`config.mk`:
```
export PLATFORM = sky130hd
export DESIGN_NAME = nvcfg_access
export DESIGN_NICKNAME = d
export VERILOG_FILES = /design/src/rtl/nvcfg_pkg.sv /design/src/rtl/nvcfg_arm_window.sv /design/src/rtl/nvcfg_lock_store.sv /design/src/rtl/nvcfg_readback.sv /design/src/rtl/nvcfg_access.sv
export SDC_FILE = /design/constraint.sdc
export NUM_CORES = 1
export LEC_CHECK = 0
export ABC_AREA = 1
export CORE_ASPECT_RATIO = 1.1
export CORE_UTILIZATION = 34
export CTS_CLUSTER_SIZE = 12
export DETAILED_ROUTE_END_ITERATION = 12
export GPL_ROUTABILITY_DRIVEN = 0
export PLACE_DENSITY = 0.86
export SLEW_MARGIN = 20
export SYNTH_ARGS = -nofsm -noshare
export SYNTH_HDL_FRONTEND = slang
export SYNTH_SLANG_ARGS = --single-unit
```
`constraint.sdc`:
```
create_clock -name clk -period 4.2 [get_ports clk]
set_clock_uncertainty 0.1 [all_clocks]
set_input_delay 0.63 -clock clk [delete_from_list [all_inputs] [get_ports clk]]
set_output_delay 0.63 -clock clk [all_outputs]
set_load 0.1 [all_outputs]
```
`src/rtl/nvcfg_pkg.sv`:
```
package nvcfg_pkg;

  // Byte chosen by the two low pointer bits during a readback.
  typedef enum logic [1:0] {
    SEL_FUSE_LO  = 2'd0,
    SEL_LOCK     = 2'd1,
    SEL_FUSE_EXT = 2'd2,
    SEL_FUSE_HI  = 2'd3
  } cfg_sel_e;

  localparam int          LOCK_W    = 6;
  localparam logic [7:0]  ARM_VALUE = 8'h09;
  localparam logic [7:0]  ARM_CARE  = 8'h7F;  // bit 7 is don't-care
  localparam logic [7:0]  BOOT_MASK = 8'h3C;  // lock bits software may lower

  function automatic logic is_arm(input logic [7:0] v);
    return (v & ARM_CARE) == ARM_VALUE;
  endfunction

endpackage

```
`src/rtl/nvcfg_arm_window.sv`:
```
module nvcfg_arm_window
  import nvcfg_pkg::*;
#(
  parameter int WR_WIN = 4,
  parameter int RD_WIN = 3
) (
  input  logic       clk,
  input  logic       rst_n,
  input  logic       ctl_we,
  input  logic [7:0] ctl_wdata,
  input  logic       ee_busy,
  input  logic       st_strobe,
  input  logic       ld_strobe,
  input  logic       addr_ok,
  output logic       st_go,
  output logic       ld_go
);

  localparam int LAST = ((WR_WIN > RD_WIN) ? WR_WIN : RD_WIN) - 1;
  localparam int AW   = (LAST < 1) ? 1 : $clog2(LAST + 1);

  logic          armed_q, armed_d;
  logic [AW-1:0] age_q, age_d;
  logic          upd_en;

  always_comb begin
    st_go = armed_q && st_strobe && !ee_busy && (int'(age_q) < WR_WIN);
    ld_go = armed_q && ld_strobe && !ee_busy && addr_ok
            && (int'(age_q) < RD_WIN) && !st_go;
  end

  always_comb begin
    armed_d = armed_q;
    age_d   = age_q;
    if (ctl_we) begin
      armed_d = is_arm(ctl_wdata) && !ee_busy;
      age_d   = '0;
    end else if (st_go || ld_go) begin
      armed_d = 1'b0;
    end else if (armed_q) begin
      if (age_q == AW'(LAST)) armed_d = 1'b0;
      else                    age_d   = age_q + 1'b1;
    end
  end

  assign upd_en = ctl_we || armed_q;

  always_ff @(posedge clk or negedge rst_n) begin
    if (!rst_n) begin
      armed_q <= 1'b0;
      age_q   <= '0;
    end else if (upd_en) begin
      armed_q <= armed_d;
      age_q   <= age_d;
    end
  end

endmodule

```
`src/rtl/nvcfg_lock_store.sv`:
```
module nvcfg_lock_store
  import nvcfg_pkg::*;
#(
  parameter logic [LOCK_W-1:0] LOCK_INIT = '1
) (
  input  logic              clk,
  input  logic              rst_n,
  input  logic              st_go,
  input  logic [7:0]        lock_wdata,
  output logic [LOCK_W-1:0] lock_q
);

  logic [LOCK_W-1:0] lock_d;

  // A zero data bit at a boot position programs (clears) that bit.
  always_comb begin
    lock_d = lock_q & ~LOCK_W'(BOOT_MASK & ~lock_wdata);
  end

  always_ff @(posedge clk or negedge rst_n) begin
    if (!rst_n)     lock_q <= LOCK_INIT;
    else if (st_go) lock_q <= lock_d;
  end

endmodule

```
`src/rtl/nvcfg_readback.sv`:
```
module nvcfg_readback
  import nvcfg_pkg::*;
(
  input  logic              clk,
  input  logic              rst_n,
  input  logic              ld_go,
  input  logic [1:0]        sel,
  input  logic [7:0]        fuse_lo,
  input  logic [7:0]        fuse_hi,
  input  logic [7:0]        fuse_ext,
  input  logic [LOCK_W-1:0] lock_q,
  output logic [7:0]        rd_data,
  output logic              rd_sel
);

  logic [7:0] pick;
  logic [7:0] data_d;
  logic       sel_d;

  always_comb begin
    unique case (cfg_sel_e'(sel))
      SEL_FUSE_LO:  pick = fuse_lo;
      SEL_LOCK:     pick = {{(8 - LOCK_W){1'b1}}, lock_q};
      SEL_FUSE_EXT: pick = fuse_ext;
      SEL_FUSE_HI:  pick = fuse_hi;
      default:      pick = fuse_lo;
    endcase
    sel_d  = ld_go;
    data_d = ld_go ? pick : 8'h00;
  end

  always_ff @(posedge clk or negedge rst_n) begin
    if (!rst_n) begin
      rd_sel  <= 1'b0;
      rd_data <= 8'h00;
    end else begin
      rd_sel  <= sel_d;
      rd_data <= data_d;
    end
  end

endmodule

```
`src/rtl/nvcfg_access.sv`:
```
module nvcfg_access
  import nvcfg_pkg::*;
#(
  parameter int                WR_WIN    = 4,
  parameter int                RD_WIN    = 3,
  parameter logic [LOCK_W-1:0] LOCK_INIT = '1
) (
  input  logic              clk,
  input  logic              rst_n,
  input  logic              ctl_we,
  input  logic [7:0]        ctl_wdata,
  input  logic              st_strobe,
  input  logic              ld_strobe,
  input  logic [15:0]       ptr,
  input  logic [7:0]        lock_wdata,
  input  logic              ee_busy,
  input  logic [7:0]        fuse_lo,
  input  logic [7:0]        fuse_hi,
  input  logic [7:0]        fuse_ext,
  output logic [7:0]        rd_data,
  output logic              rd_sel,
  output logic [LOCK_W-1:0] lock_bits
);

  logic addr_ok;
  logic st_go;
  logic ld_go;

  assign addr_ok = (ptr[15:2] == 14'd0);

  nvcfg_arm_window #(.WR_WIN(WR_WIN), .RD_WIN(RD_WIN)) u_window (
    .clk       (clk),
    .rst_n     (rst_n),
    .ctl_we    (ctl_we),
    .ctl_wdata (ctl_wdata),
    .ee_busy   (ee_busy),
    .st_strobe (st_strobe),
    .ld_strobe (ld_strobe),
    .addr_ok   (addr_ok),
    .st_go     (st_go),
    .ld_go     (ld_go)
  );

  nvcfg_lock_store #(.LOCK_INIT(LOCK_INIT)) u_lock (
    .clk        (clk),
    .rst_n      (rst_n),
    .st_go      (st_go),
    .lock_wdata (lock_wdata),
    .lock_q     (lock_bits)
  );

  nvcfg_readback u_rdback (
    .clk      (clk),
    .rst_n    (rst_n),
    .ld_go    (ld_go),
    .sel      (ptr[1:0]),
    .fuse_lo  (fuse_lo),
    .fuse_hi  (fuse_hi),
    .fuse_ext (fuse_ext),
    .lock_q   (lock_bits),
    .rd_data  (rd_data),
    .rd_sel   (rd_sel)
  );

endmodule

```
Word level (Yosys, flattened, before mapping)
Index checks and enable logic that the tools add are counted.
- register bits after elaboration: 18
- input port bits: 62
- output and inout port bits: 15
- logic and storage cells: 43
- add/subtract/negate cells: 1
- $lt $le $gt $ge: 1
- eq/ne operators: 7
- mux-type cells: 10
- bitwise logic cells: 3
- reduce and logical (&&, ||, !) cells: 16
- operators by type and width (cell ; count):
    $pmux 8 s4 ; 1
    $logic_not 14->1 ; 1
    $not 6->6 ; 2
    $logic_and 1x1->1 ; 8
    $mux 2 ; 4
    $mux 8 ; 1
    $eq 7x4->1 const B ; 1
    $and 6x6->6 ; 1
    $eq 2x2->1 const B ; 3
    $mux 1 ; 4
    $ne 2x2->1 const B ; 2
    $reduce_and 4->1 ; 1
    $add 2x1->2 const B ; 1
    $eq 2x1->1 const B ; 1
    $logic_not 1->1 ; 2
    $logic_not 2->1 ; 1
    $logic_or 1x1->1 ; 2
    $lt 2x2->1 const B ; 1
    $reduce_bool 2->1 ; 1

Longest topological paths before layout
- depth in word-level cells: 8
- depth in mapped cells: 8
- mapped depth without buffers: 8

Cells and area by module
Synthesis repeated with hierarchy kept, for this count alone.
- cell total of the unflattened synthesis: 155
- area, all modules: 1106.1 um2
- by module, submodules not included (module ; times used ; cells each ; area each (um2) ; sequential area each (um2)):
    nvcfg_readback ; 1 ; 81 ; 620.6 ; 225.2
    nvcfg_arm_window ; 1 ; 34 ; 229.0 ; 75.1
    nvcfg_lock_store ; 1 ; 20 ; 177.7 ; 105.1
    nvcfg_access ; 1 ; 20 ; 78.8 ; 0.0

Worst setup path after synthesis
No wires, ideal clock.
- kind: flip-flop to output port
- start: register u_rdback.rd_data[0]
- end: output port rd_data[0]
- data arrival time: 0.883 ns
- required time: 3.470 ns
- path slack: 2.587 ns
- cell stages (with the launch flop): 1
- buffers on the path: 0
- path through: dfrtp_1
- RTL lines (item ; RTL line ; text):
    start, declared ; nvcfg_readback.sv:12 ; output logic [7:0] rd_data,
    start signal, assigned ; nvcfg_readback.sv:38 ; rd_data <= data_d;
    end, declared ; nvcfg_access.sv:20 ; output logic [7:0] rd_data,
No word-level cell between the ends.

Final worst setup path
- start: register u_lock.lock_q[3]
- end: output port lock_bits[3]
- RTL lines (item ; RTL line ; text):
    start, declared ; nvcfg_lock_store.sv:10 ; output logic [LOCK_W-1:0] lock_q
    start signal, assigned ; nvcfg_lock_store.sv:22 ; else if (st_go) lock_q <= lock_d;
    end, declared ; nvcfg_access.sv:22 ; output logic [LOCK_W-1:0] lock_bits
No word-level cell between the ends.

==> impl_metrics.ini <==
[outcome]
status = finished clean

[setup_path]
cp-startpoint = u_lock.lock_q[3]
critPathMaxFanout = 2
reg2reg_to = u_rdback.rd_data[0]
cp_num_buf_inv = 1
reg2reg_from = u_window.age_q[0]
cp.required_ns = 3.47
crit_type = register to output pin
cp-start-kind = register
arrival_ns = 1.97
path_delay_family = buffers and inverters
path_cells = clkdlybuf4s50_1
cp-end-kind = output pin
critPathMaxStageDelay_ns = 1.13
cp_slowest_cell = clkdlybuf4s50_1
path_depth = 1
r2r_cells = 8
endpoint = lock_bits[3]
rrSetupSlack_ns = 2.70

[global_routing]
grt.total_usage_pct = 19.9
grt_max_degree = 17
antenna_found_initial = 0
grt_pass1_vias = 1101
grt.overflow.total = 0
grt_pass1_wl_um = 4340

[power]
leakage_nw = 0.749
total_power_mw = 0.372
power.density_nw_per_um2 = 221
ir_worst_vdd_v = 0.000161

[synthesis]
syn-cell-area_um2 = 930
syn-instance-count = 119
synthAdderAreaFrac_pct = 1.35
yosysSeqAreaShare_pct = 43.6
avgSynthCellArea_um2 = 7.81
synth_compound_gate_area_share_pct = 11.8
synth-seq-cells = 16
synth_top_family_by_area = simple AND/OR/NAND/NOR gates
synth_xor_area_share_pct = 0
synthMuxAreaShare_pct = 0
synth-simple-area-share_pct = 34.1
yosysWarningCount = 0
synth.distinct_cells = 20

[clocking]
numCtsBuffers = 3
clkTransAtPathRegs_ns = 0.09
postCtsSetupBuffers = 0
cts-resized-gates = 0
cts.sink_count = 16
ctsHtreeMaxLevel = 1
cts_hold_buf = 0
root_buffer = clkbuf_4
cts_tree = built
clock_latency_ns = 0.29
clockBufferDepth = 2

[floorplan]
die_area_um2 = 2950
io_pins = 77
coreArea_um2 = 2540
start_util_pct = 36.5
die_y_um = 56.8
rows = 19
die-width_um = 51.9

[sta]
finalCriticalPeriod_ns = 2.70
rsz0062_at_grt = false
hold_ws_ns = 0.395
setup_viol = 0
tightest_slew_ns = 0.989
timing.fmax_ghz = 0.370
finalMaxSlewViolations = 0
timing.final.crit_share_pct = 64.4
worst_slack_ns = 1.50
slew_headroom_pct = 33.8
hold_viol = 0
tns_ns = 0

[placed_design]
hpwl_um = 2310
dp_cells = 218
place_ws_ns = 1.83
place_area_um2 = 1650
port_buffers = 69

[finish]
fin_nets = 255
diodes = 0
final_cell_count_no_fill = 222
drive_above_1_share_pct = 14.1
layout_common_cells = clkdlybuf4s50_1 (69), nand2_1 (28), inv_1 (13), a21oi_1 (13), dfrtp_1 (12)
fin_util_pct = 66.2
area_growth_pct = 81.2
final_common_cell = clkdlybuf4s50_1
fin_area_um2 = 1680
fillers = 210

[detailed_routing]
first_pass_iters = 4
drc = 0
ant_nets = 0
viasPerCell = 4.72
wl_um = 2710
drt-wirelength-per-cell_um = 12.2
vias = 1048
drtIter0Drc = 11

[hold_path]
hold_class = register to register

[run]
max_cap_viol_count = 0
Yosys cell counts (all sizes together):
cell type / number / area share (%)
o211ai: 4 / 3.2
or2: 1 / 0.94
dfstp: 4 / 11
a21oi: 13 / 7.0
inv: 17 / 7.1
conb: 1 / 0.40
nand4: 2 / 1.3
nand3: 8 / 5.7
buf: 2 / 1.6
o21ai: 3 / 1.6
nor2: 23 / 15
nand2: 28 / 11
dfrtp: 12 / 32
ha: 1 / 1.3
routing by layer:
layer / routed length, um / vias up / track usage (%)
met1: 980 / 471 / 20.6
met4: 65 / 0 / 10.0
met2: 1520 / 53 / 38.1
met3: 140 / 7 / 1.63
met5: 0 / - / 0
li1: - / 517 / -
sequential cells by signal, summed over array words and instances (netlist names):
signal	count
u_window.age_q	2
u_window.armed_q	1
u_rdback.rd_data	8
u_lock.lock_q	4
u_rdback.rd_sel	1
worst min-delay path by stage:
stage,startpoint,endpoint,slack [ns],cells past startpoint
4_1_cts,u_lock.lock_q[5],u_lock.lock_q[5],0.40,2
5_1_grt,u_lock.lock_q[5],u_lock.lock_q[5],0.41,2
2_1_floorplan,rst_n,u_rdback.rd_data[0],0.23,0
3_5_place_dp,u_lock.lock_q[5],u_lock.lock_q[5],0.37,2
6_report,u_lock.lock_q[5],u_lock.lock_q[5],0.39,2
3_3_place_gp,u_lock.lock_q[5],u_lock.lock_q[5],0.37,2
cells by family after synthesis:
| kind of cell | after synthesis |
|---|---|
| other | 1 |
| flip-flops | 16 |
| buffers and inverters | 19 |
| adder cells (fa/ha/maj) | 1 |
| AND/OR/NAND/NOR | 62 |
| AO/OA/AOI/OAI | 20 |
final cells by class:
cell class | instances | area, um^2 | share of cell area, %
inverter | 17 | 66.3 | 3.94
timing repair buffer | 69 | 691 | 41.0
tap | 31 | 38.8 | 2.30
sequential | 16 | 405 | 24.1
clock buffer | 4 | 36.3 | 2.15
multi-input combinational | 85 | 447 | 26.5
report_power, final:
group          switching [mW]  leakage, nW  total (mW)  internal, mW
registers             0.00128        0.210       0.159         0.157
clock network          0.0506       0.0210       0.103        0.0528
logic                  0.0515        0.518       0.110        0.0581
total                   0.103        0.749       0.372         0.268
worst reg2reg max path: cells and delay by family (launching register included):
family	cells	cell delay, ns
adders and majority gates	1	0.20
buffers and inverters	2	0.13
DFF	1	0.41
and+or+nand+nor	5	0.62
Power figures use the tool's default switching activity.
